<file path="src/rtl/sram_ctrl_pkg.sv">
package sram_ctrl_pkg;

  typedef enum logic [2:0] {
    ST_IDLE,
    ST_READ,
    ST_TURN,
    ST_WRITE,
    ST_SLEEP,
    ST_WAKE
  } ctl_state_e;

  // Round a budget in ns up to whole clock periods, never below one cycle.
  function automatic int ns_to_cyc(input int t_ns, input int clk_ns);
    int c;
    c = (t_ns + clk_ns - 1) / clk_ns;
    return (c < 1) ? 1 : c;
  endfunction

  function automatic int imax(input int a, input int b);
    return (a > b) ? a : b;
  endfunction

endpackage

</file>
<file path="src/rtl/sram_ctrl_timer.sv">
module sram_ctrl_timer #(
  parameter int CNT_W = 20
) (
  input  logic             clk,
  input  logic             rst_n,
  input  logic             load,
  input  logic [CNT_W-1:0] load_val,
  output logic [CNT_W-1:0] cnt_q,
  output logic [CNT_W-1:0] cnt_d,
  output logic             zero
);

  always_comb begin
    if (load)
      cnt_d = load_val;
    else if (cnt_q != '0)
      cnt_d = cnt_q - 1'b1;
    else
      cnt_d = cnt_q;
  end

  always_ff @(posedge clk or negedge rst_n) begin
    if (!rst_n) cnt_q <= '0;
    else        cnt_q <= cnt_d;
  end

  assign zero = (cnt_q == '0);

endmodule

</file>
<file path="src/rtl/sram_ctrl_fsm.sv">
module sram_ctrl_fsm
  import sram_ctrl_pkg::*;
#(
  parameter int CNT_W   = 20,
  parameter int RD_CYC  = 11,
  parameter int WC_CYC  = 11,
  parameter int WP_CYC  = 8,
  parameter int DW_CYC  = 5,
  parameter int TA_CYC  = 5,
  parameter int REC_CYC = 1000000
) (
  input  logic clk,
  input  logic rst_n,
  input  logic req_valid,
  input  logic req_write,
  input  logic sleep_req,
  output logic req_ready,
  output logic accept,
  output logic rd_last,
  output logic mem_cs_n,
  output logic mem_cs,
  output logic mem_oe_n,
  output logic mem_we_n,
  output logic mem_dq_oe
);

  localparam logic [CNT_W-1:0] RD_LD  = CNT_W'(RD_CYC - 1);
  localparam logic [CNT_W-1:0] WC_LD  = CNT_W'(WC_CYC - 1);
  localparam logic [CNT_W-1:0] TA_LD  = CNT_W'(TA_CYC - 1);
  localparam logic [CNT_W-1:0] REC_LD = CNT_W'(REC_CYC - 1);
  localparam logic [CNT_W-1:0] WP_LIM = CNT_W'(WP_CYC);
  localparam logic [CNT_W-1:0] DW_LIM = CNT_W'(DW_CYC);

  ctl_state_e       state_q, state_d;
  logic             load;
  logic [CNT_W-1:0] load_val;
  logic [CNT_W-1:0] cnt_q, cnt_d;
  logic             zero;

  sram_ctrl_timer #(.CNT_W(CNT_W)) timer_i (
    .clk      (clk),
    .rst_n    (rst_n),
    .load     (load),
    .load_val (load_val),
    .cnt_q    (cnt_q),
    .cnt_d    (cnt_d),
    .zero     (zero)
  );

  assign req_ready = (state_q == ST_IDLE);
  assign accept    = req_valid && req_ready;
  assign rd_last   = (state_q == ST_READ) && zero;

  always_comb begin
    state_d  = state_q;
    load     = 1'b0;
    load_val = '0;
    unique case (state_q)
      ST_IDLE: begin
        if (accept && req_write) begin
          state_d = ST_WRITE; load = 1'b1; load_val = WC_LD;
        end else if (accept) begin
          state_d = ST_READ;  load = 1'b1; load_val = RD_LD;
        end else if (sleep_req) begin
          state_d = ST_SLEEP;
        end
      end
      ST_READ: if (zero) begin
        state_d = ST_TURN; load = 1'b1; load_val = TA_LD;
      end
      ST_TURN:  if (zero) state_d = ST_IDLE;
      ST_WRITE: if (zero) state_d = ST_IDLE;
      ST_SLEEP: if (!sleep_req) begin
        state_d = ST_WAKE; load = 1'b1; load_val = REC_LD;
      end
      ST_WAKE:  if (zero) state_d = ST_IDLE;
      default:  state_d = ST_IDLE;
    endcase
  end

  // Pin levels are registered from the next state and count, so they line up with state_q.
  always_ff @(posedge clk or negedge rst_n) begin
    if (!rst_n) begin
      state_q   <= ST_IDLE;
      mem_cs_n  <= 1'b1;
      mem_cs    <= 1'b1;
      mem_oe_n  <= 1'b1;
      mem_we_n  <= 1'b1;
      mem_dq_oe <= 1'b0;
    end else begin
      state_q   <= state_d;
      mem_cs_n  <= !((state_d == ST_READ) || (state_d == ST_WRITE));
      mem_cs    <= (state_d != ST_SLEEP);
      mem_oe_n  <= (state_d != ST_READ);
      mem_we_n  <= !((state_d == ST_WRITE) && (cnt_d < WP_LIM));
      mem_dq_oe <= (state_d == ST_WRITE) && (cnt_d < DW_LIM);
    end
  end

  p_busy_after_accept_r2: assert property (@(posedge clk) disable iff (!rst_n)
    accept |=> !req_ready);

  p_drive_in_pulse_r7: assert property (@(posedge clk) disable iff (!rst_n)
    mem_dq_oe |-> (!mem_we_n && !mem_cs_n && mem_cs && mem_oe_n));

  p_no_oe_we_overlap_r6: assert property (@(posedge clk) disable iff (!rst_n)
    !(!mem_we_n && !mem_oe_n));

  p_retention_pins_r8: assert property (@(posedge clk) disable iff (!rst_n)
    (state_q == ST_SLEEP) |-> (mem_cs_n && !mem_cs && !req_ready));

  p_wake_blocks_r9: assert property (@(posedge clk) disable iff (!rst_n)
    $rose(mem_cs) |-> !req_ready);

endmodule

</file>
<file path="src/rtl/sram_ctrl_dpath.sv">
module sram_ctrl_dpath #(
  parameter int ADDR_W = 17,
  parameter int DATA_W = 8
) (
  input  logic              clk,
  input  logic              rst_n,
  input  logic              accept,
  input  logic              rd_last,
  input  logic [ADDR_W-1:0] req_addr,
  input  logic [DATA_W-1:0] req_wdata,
  input  logic [DATA_W-1:0] mem_dq_in,
  output logic [ADDR_W-1:0] mem_addr,
  output logic [DATA_W-1:0] mem_dq_out,
  output logic              rsp_valid,
  output logic [DATA_W-1:0] rsp_data
);

  always_ff @(posedge clk or negedge rst_n) begin
    if (!rst_n) begin
      mem_addr   <= '0;
      mem_dq_out <= '0;
    end else if (accept) begin
      mem_addr   <= req_addr;
      mem_dq_out <= req_wdata;
    end
  end

  always_ff @(posedge clk or negedge rst_n) begin
    if (!rst_n) begin
      rsp_valid <= 1'b0;
      rsp_data  <= '0;
    end else begin
      rsp_valid <= rd_last;
      if (rd_last) rsp_data <= mem_dq_in;
    end
  end

  p_rsp_one_cycle_r4: assert property (@(posedge clk) disable iff (!rst_n)
    rsp_valid |=> !rsp_valid);

endmodule

</file>
<file path="src/rtl/sram_ctrl.sv">
module sram_ctrl
  import sram_ctrl_pkg::*;
#(
  parameter int ADDR_W    = 17,
  parameter int DATA_W    = 8,
  parameter int CLK_NS    = 5,
  parameter int T_RC_NS   = 55,
  parameter int T_OE_NS   = 30,
  parameter int T_WC_NS   = 55,
  parameter int T_WP_NS   = 40,
  parameter int T_DW_NS   = 25,
  parameter int T_TA_NS   = 25,
  parameter int T_REC_NS  = 5000000
) (
  input  logic              clk,
  input  logic              rst_n,
  input  logic              req_valid,
  output logic              req_ready,
  input  logic              req_write,
  input  logic [ADDR_W-1:0] req_addr,
  input  logic [DATA_W-1:0] req_wdata,
  output logic              rsp_valid,
  output logic [DATA_W-1:0] rsp_data,
  input  logic              sleep_req,
  output logic [ADDR_W-1:0] mem_addr,
  output logic              mem_cs_n,
  output logic              mem_cs,
  output logic              mem_oe_n,
  output logic              mem_we_n,
  output logic [DATA_W-1:0] mem_dq_out,
  output logic              mem_dq_oe,
  input  logic [DATA_W-1:0] mem_dq_in
);

  localparam int RD_CYC  = imax(ns_to_cyc(T_RC_NS, CLK_NS), ns_to_cyc(T_OE_NS, CLK_NS));
  localparam int DW_CYC  = ns_to_cyc(T_DW_NS, CLK_NS);
  localparam int WP_CYC  = imax(ns_to_cyc(T_WP_NS, CLK_NS), DW_CYC);
  localparam int WC_CYC  = imax(ns_to_cyc(T_WC_NS, CLK_NS), WP_CYC);
  localparam int TA_CYC  = ns_to_cyc(T_TA_NS, CLK_NS);
  localparam int REC_CYC = ns_to_cyc(T_REC_NS, CLK_NS);
  localparam int CNT_MAX = imax(imax(RD_CYC, WC_CYC), imax(TA_CYC, REC_CYC));
  localparam int CNT_W   = $clog2(CNT_MAX + 1);

  logic accept;
  logic rd_last;

  sram_ctrl_fsm #(
    .CNT_W   (CNT_W),
    .RD_CYC  (RD_CYC),
    .WC_CYC  (WC_CYC),
    .WP_CYC  (WP_CYC),
    .DW_CYC  (DW_CYC),
    .TA_CYC  (TA_CYC),
    .REC_CYC (REC_CYC)
  ) fsm_i (
    .clk       (clk),
    .rst_n     (rst_n),
    .req_valid (req_valid),
    .req_write (req_write),
    .sleep_req (sleep_req),
    .req_ready (req_ready),
    .accept    (accept),
    .rd_last   (rd_last),
    .mem_cs_n  (mem_cs_n),
    .mem_cs    (mem_cs),
    .mem_oe_n  (mem_oe_n),
    .mem_we_n  (mem_we_n),
    .mem_dq_oe (mem_dq_oe)
  );

  sram_ctrl_dpath #(
    .ADDR_W (ADDR_W),
    .DATA_W (DATA_W)
  ) dpath_i (
    .clk        (clk),
    .rst_n      (rst_n),
    .accept     (accept),
    .rd_last    (rd_last),
    .req_addr   (req_addr),
    .req_wdata  (req_wdata),
    .mem_dq_in  (mem_dq_in),
    .mem_addr   (mem_addr),
    .mem_dq_out (mem_dq_out),
    .rsp_valid  (rsp_valid),
    .rsp_data   (rsp_data)
  );

  p_addr_hold_r3: assert property (@(posedge clk) disable iff (!rst_n)
    (!mem_cs_n && !$past(mem_cs_n)) |-> $stable(mem_addr));

  p_select_polarity_r8: assert property (@(posedge clk) disable iff (!rst_n)
    !(!mem_cs_n && !mem_cs));

endmodule

</file>
<file path="config.mk">
export PLATFORM = sky130hd
export DESIGN_NAME = sram_ctrl
export DESIGN_NICKNAME = d
export VERILOG_FILES = /design/src/rtl/sram_ctrl_pkg.sv /design/src/rtl/sram_ctrl_timer.sv /design/src/rtl/sram_ctrl_fsm.sv /design/src/rtl/sram_ctrl_dpath.sv /design/src/rtl/sram_ctrl.sv
export SDC_FILE = /design/constraint.sdc
export NUM_CORES = 1
export LEC_CHECK = 0
export ABC_AREA = 1
export BUFFER_PORTS_ARGS = -buffer_cell sky130_fd_sc_hd__buf_4
export CORE_MARGIN = 3
export CORE_UTILIZATION = 45
export CTS_CLUSTER_SIZE = 25
export DETAILED_ROUTE_END_ITERATION = 10
export PLACE_DENSITY_LB_ADDON = 0.08
export SLEW_MARGIN = 30
export SYNTH_ARGS = -nofsm -noshare
export SYNTH_HDL_FRONTEND = slang
export SYNTH_SLANG_ARGS = --single-unit
</file>
<file path="constraint.sdc">
create_clock -name clk -period 2.9 [get_ports clk]
set_input_delay 0.29 -clock clk [delete_from_list [all_inputs] [get_ports clk]]
set_output_delay 0.29 -clock clk [all_outputs]
set_load 0.01 [all_outputs]
</file>
==> Word-level counts from Yosys, hierarchy flattened <==
Index checks and enable logic that the tools add are counted.
{ "totals": {"elab_cells": 54, "register_bits": 62, "input_bits": 38, "output_inout_bits": 40} }
{ "classes": {"eq_ne": 9, "muxes": 19, "n_addsub": 1, "reduce_logical": 12, "order_cmp": 2} }
{ "op_table": {"columns": ["operator", "count"], "rows": [
  ["two-way mux 20 bit", 4],
  ["case mux 20 bit (3 select lines)", 1],
  ["two-way mux 3 bit", 7],
  ["zero test 20 bit", 1],
  ["< comparator 20 x 3 -> 1 bit, second input constant", 1],
  ["< comparator 20 x 4 -> 1 bit, second input constant", 1],
  ["nonzero test 20 bit", 1],
  ["subtractor 20 x 1 -> 20 bit, second input constant", 1],
  ["case mux 3 bit (4 select lines)", 1],
  ["== test 3 x 2 -> 1 bit, second input constant", 3],
  ["== test 3 x 1 -> 1 bit, second input constant", 2],
  ["== test 3 bit, second input constant", 2],
  ["logical AND 1 bit", 5],
  ["two-way mux 1 bit", 4],
  ["two-way mux 4 bit", 1],
  ["zero test 3 bit", 1],
  ["!= test 3 x 1 -> 1 bit, second input constant", 1],
  ["!= test 3 bit, second input constant", 1],
  ["case mux 1 bit (3 select lines)", 1],
  ["OR reduction 3 bit", 1],
  ["zero test 1 bit", 2],
  ["logical OR 1 bit", 1]
]} }

==> Depth between registers and ports, before layout <==
{ "logic_depth": {"ltp_word": 9, "depth_mapped": 14, "ltp_nobuf": 14} }

==> Hierarchy <==
A second synthesis with hierarchy kept.
{ "unflattened": {"hier_cells": 413, "hier_area_um2": 3215.6} }
{ "modules_own_cells": {"columns": ["mod", "n_inst", "seq_area_each_um2", "area_per_inst_um2", "cells_per_inst"], "rows": [
  ["sram_ctrl_timer", 1, 500.5, 1426.4, 208],
  ["sram_ctrl_dpath", 1, 850.8, 1295.0, 141],
  ["sram_ctrl_fsm", 1, 205.2, 494.2, 64]
]} }

==> Least setup slack after synthesis <==
No wires, ideal clock.
{ "synth_path": {"path_kind": "register to register", "startpoint": "register fsm_i.timer_i.cnt_q[0]", "endpoint": "register fsm_i.mem_dq_oe", "arrival_time_ns": 1.746, "n_path_buf": 1, "path_stages_with_launch": 14, "setup_time_ns": 0.069, "synth_period_minus_slack_ns": 1.815, "path_slack_ns": 1.085, "path_cell_list": "dfrtp_1 > inv_1 > ha_1 > inv_1 > nor2_4 > nand4_4 > nand2_4 > buf_8 > nor2_1 > nor2_2 > nand3_1 > nor2_2 > nand2_2 > nor2_2"} }
{ "synth_between": {"elab_chain_len": 6} }
{ "synth_rtl": {"columns": ["item", "line_no", "text"], "rows": [
  ["start: declaration", "sram_ctrl_timer.sv:8", "output logic [CNT_W-1:0] cnt_q,"],
  ["start signal: assignment", "sram_ctrl_timer.sv:24", "else cnt_q <= cnt_d;"],
  ["parallel branches: the longest is 5 deep, another holds subtractor 20 x 1 -> 20 bit", null, null],
  ["logical AND 1 bit (*)", "sram_ctrl_fsm.sv:96", "mem_dq_oe <= (state_d == ST_WRITE) && (cnt_d < DW_LIM);"],
  ["end signal: assignment", "sram_ctrl_fsm.sv:96", null],
  ["end: declaration", "sram_ctrl_fsm.sv:24", "output logic mem_dq_oe"]
]} }
Every way passes the cells marked *.
A chain may end at the register's enable or synchronous reset.

==> Final worst setup path <==
{ "layout_path": {"startpoint": "register fsm_i.timer_i.cnt_q[0]", "endpoint": "register fsm_i.mem_dq_oe"} }
{ "layout_between": {"elab_chain_len": 6} }
{ "layout_rtl": {"columns": ["item", "line_no", "text"], "rows": [
  ["parallel branches: the longest is 3 deep, another holds subtractor 20 x 1 -> 20 bit", null, null],
  ["two-way mux 20 bit (*)", "sram_ctrl_timer.sv:14", "if (load)"],
  ["via fsm_i.cnt_d[18]", "sram_ctrl_fsm.sv:37", "logic [CNT_W-1:0] cnt_q, cnt_d;"],
  ["< comparator 20 x 3 -> 1 bit (*)", "sram_ctrl_fsm.sv:96", null],
  ["logical AND 1 bit (*)", "sram_ctrl_fsm.sv:96", null]
]} }
Mark *: on every way through the listed nets, which the timed path passes.

==> metrics.yaml <==
cp_cell_sequence: "inv_1 > ha_1 > inv_1 > nor2_4 > nand3_2 > nor2_2 > nor2_1 > nand2_1 > nand2_1 > nor2_1 > nand2_1 > nor2_2 > nand2_2 > nor2_2"
critPathBufInv: 2
crit_required_ns: 3.17
wirelength_um: 7400
p_int_w: 0.00267
synth_fp_nets: 405
slew_headroom_pct: 47.5
dr.pass1.iters: 5
clock-root-buffer: "clkbuf_8"
tns_ns: 0
clk_latency_ns: 0.35
hold_slack_ns: 0.0119
p_leak_nw: 2.12
drv_cap: 0
critPathKind: "reg2reg"
die_x_um: 90.2
min_period_ns: 2.28
io_pins: 78
status: "complete, no violations"
finalMaxSlewViolations: 0
seq_power_share_pct: 32.5
gr-total-overflow: 0
cts_buffers: 9
coreArea_mm2: 0.00683
htreeDepth: 3
n_antenna_cell: 0
hold_violations: 0
skew_ns: 0.0140
cts-resized-gates: 0
critPathLaunchType: "flip-flop"
reg2regPathDepth: 14
synthFlopType: "dfrtp_1"
vias: 2625
synth.avg_cell_area_um2: 8.73
synth_cell_types: 31
netSwitchingFraction_pct: 42.1
avgRoutedWirePerCell_um: 13.5
slowest_stage: "nor2_2"
ant_nets: 0
postLayoutCoreUtil_pct: 59.5
crit_family: "simple AND/OR/NAND/NOR gates"
clk_path_buf_depth: 2
die_h_um: 90.2
hold_class: "in2async"
ys_ff_latch: 62
cts_setup_buffers: 0
p_per_area_mw_per_mm2: 1130
place_congestion: 0.845
initial_core_util_pct: 46.6
grtUsageTotal_pct: 19.4
fin_nets: 487
syn2layout_area_growth_pct: 27.4
crit_path_max_fanout: 12
clk_pin_slew_ns: 0.07
critPathArrivalTime_ns: 2.55
dp_hpwl_um: 5420
period_share_pct: 78.5
cts.sink_count: 62
synth-edff-count: 0
netlist_instances: 365
postLayoutCellArea_mm2: 0.00406
p_comb_share_pct: 49.0
rsz0062_at_grt: "no"
dr_wl_met2_um: 3430
cpPeakStageDelay_ns: 0.38
tritoncts: "yes"
p_sw_w: 0.00194
endpoint_kind: "flip-flop"
port_buffers: 77
yosysWarningCount: 0
p_clk_share_pct: 18.5
avgViaCountPerCell: 4.79
r2r-end: "fsm_i.mem_dq_oe$_DFF_PN0_"
grt_pass1_vias: 2687
syn-cell-area_mm2: 0.00319
row_count: 30
wl_met3_um: 631
worst_pin_slew_ns: 0.788
drc_errors: 0
placed_cell_area_mm2: 0.00384
r2r_setup_slack_ns: 0.62
rr_startpoint: "fsm_i.timer_i.cnt_q[0]$_DFF_PN0_"
grt_max_degree: 63
cts_hold_buf: 0
antenna_found_initial: 0
nFillCells: 626
top_layer: "met4"
drt-initial-drc-count: 201
fmax_mhz: 439
finalSetupViolations: 0
synthArstFlopShare_pct: 100
grt_pass1_wl_um: 12600
drive_gt1_share_pct: 34.5
die-area_mm2: 0.00813
vdd_drop_max_uv: 571
wl_met1_um: 3270
seq_area_frac_synth_pct: 48.8
==> flip-flops by register name, summed over array words and instances, names as in the netlist <==
| name | count |
|---|---|
| dpath_i.mem_addr | 17 |
| fsm_i.mem_oe_n | 1 |
| dpath_i.rsp_valid | 1 |
| fsm_i.mem_we_n | 1 |
| fsm_i.state_q | 3 |
| fsm_i.timer_i.cnt_q | 20 |
| dpath_i.mem_dq_out | 8 |
| dpath_i.rsp_data | 8 |
| fsm_i.mem_cs_n | 1 |
| fsm_i.mem_dq_oe | 1 |
| fsm_i.mem_cs | 1 |
==> stage by stage <==
step	std cells	setup slack (ns)	power, W
2_1_floorplan	365	1.09	0.00303
3_3_place_gp	532	0.700	0.00375
3_5_place_dp	532	0.635	0.00377
4_1_cts	548	0.598	0.00464
5_1_grt	548	0.267	0.00499
6_report	548	0.622	0.00460
==> power groups by stage <==
stage,registers (W),clock network (W),logic (W)
CTS,0.00150,0.000870,0.00227
detailed placement,0.00151,0,0.00226
global route,0.00155,0.000911,0.00252
global placement,0.00150,0,0.00225
finish,0.00150,0.000852,0.00226
floorplan,0.00157,0,0.00146
==> worst reg2reg max path, delay by kind of cell, from the launching register on <==
kind | cells | cell delay, ns
flops | 1 | 0.37
buf+inv | 2 | 0.24
simple gates | 11 | 1.36
fa+ha+maj | 1 | 0.22
==> layer usage <==
metal	GRT usage (%)	vias to the layer above
li1	-	1310
met1	25.5	1234
met2	29.6	76
met3	7.20	5
met4	6.63	0
met5	0	-
==> synth_stat cells, drive strengths merged, types with 2 or more instances <==
library cell  instances  area (um2)
inv                  38         143
nand3b                3        22.5
clkbuf                2        7.51
nand4                 3        33.8
dfstp                 4         105
xor2                  2        17.5
ha                    2        25.0
buf                   4        38.8
a21oi                 5        25.0
nor2                 77         395
mux2                 25         282
nand3                21         115
xnor2                 2        17.5
o21ai                13        65.1
nand2               103         419
dfrtp                58        1450
==> worst max-delay path by stage <==
stage                                                 from                         to  cells after the start
after floorplan           fsm_i.timer_i.cnt_q[0]$_DFF_PN0_  fsm_i.mem_dq_oe$_DFF_PN0_                     13
after global placement    fsm_i.timer_i.cnt_q[0]$_DFF_PN0_  fsm_i.mem_dq_oe$_DFF_PN0_                     14
after detailed placement  fsm_i.timer_i.cnt_q[0]$_DFF_PN0_  fsm_i.mem_dq_oe$_DFF_PN0_                     14
after CTS                 fsm_i.timer_i.cnt_q[0]$_DFF_PN0_  fsm_i.mem_dq_oe$_DFF_PN0_                     14
after global routing      fsm_i.timer_i.cnt_q[0]$_DFF_PN0_  fsm_i.mem_dq_oe$_DFF_PN0_                     14
final                     fsm_i.timer_i.cnt_q[0]$_DFF_PN0_  fsm_i.mem_dq_oe$_DFF_PN0_                     14
==> logic make-up after synthesis <==
| family | Yosys count | synth area share [%] |
|---|---|---|
| fa+ha+maj | 2 | 0.785 |
| mux | 25 | 8.83 |
| buf+inv | 44 | 5.93 |
| xor+xnor | 4 | 1.10 |
| simple gates | 207 | 30.9 |
| compound gates | 21 | 3.57 |
| flops | 62 | 48.8 |
==> area by class of cell <==
cell class | instances | area [um2] | share of cell area (%)
clock inverters | 7 | 98.8 | 2.43
repair buffers | 77 | 578 | 14.2
multi-input cells | 259 | 1440 | 35.5
clock buffers | 9 | 124 | 3.05
well taps | 96 | 120 | 2.96
flip-flops and latches | 62 | 1560 | 38.3
inverters | 38 | 143 | 3.51
==> cells in the final DEF, fill, tap and decap left out <==
| cell | count |
|---|---|
| nor2_8 | 1 |
| nand3b_1 | 3 |
| bufinv_16 | 2 |
| nand3_2 | 2 |
| nor2_4 | 8 |
| o311ai_0 | 1 |
| inv_1 | 35 |
| nand3_1 | 19 |
| clkinv_2 | 1 |
| nand2_4 | 3 |
| inv_2 | 3 |
| a21oi_1 | 5 |
| nor2_1 | 56 |
| dfstp_2 | 4 |
| clkinv_4 | 3 |
| o21ai_0 | 12 |
| nor2_2 | 12 |
| xnor2_1 | 2 |
| nand4_1 | 2 |
| o21ai_1 | 1 |
| nand2_1 | 96 |
| xor2_1 | 2 |
| ha_1 | 2 |
| a21o_1 | 1 |
| clkinvlp_4 | 1 |
| nand4_4 | 1 |
| dfrtp_1 | 58 |
| buf_4 | 77 |
| a21boi_0 | 1 |
| clkbuf_8 | 9 |
| nand2_2 | 4 |
| mux2_2 | 25 |
Note: power is estimated with default switching activity, not from simulation.
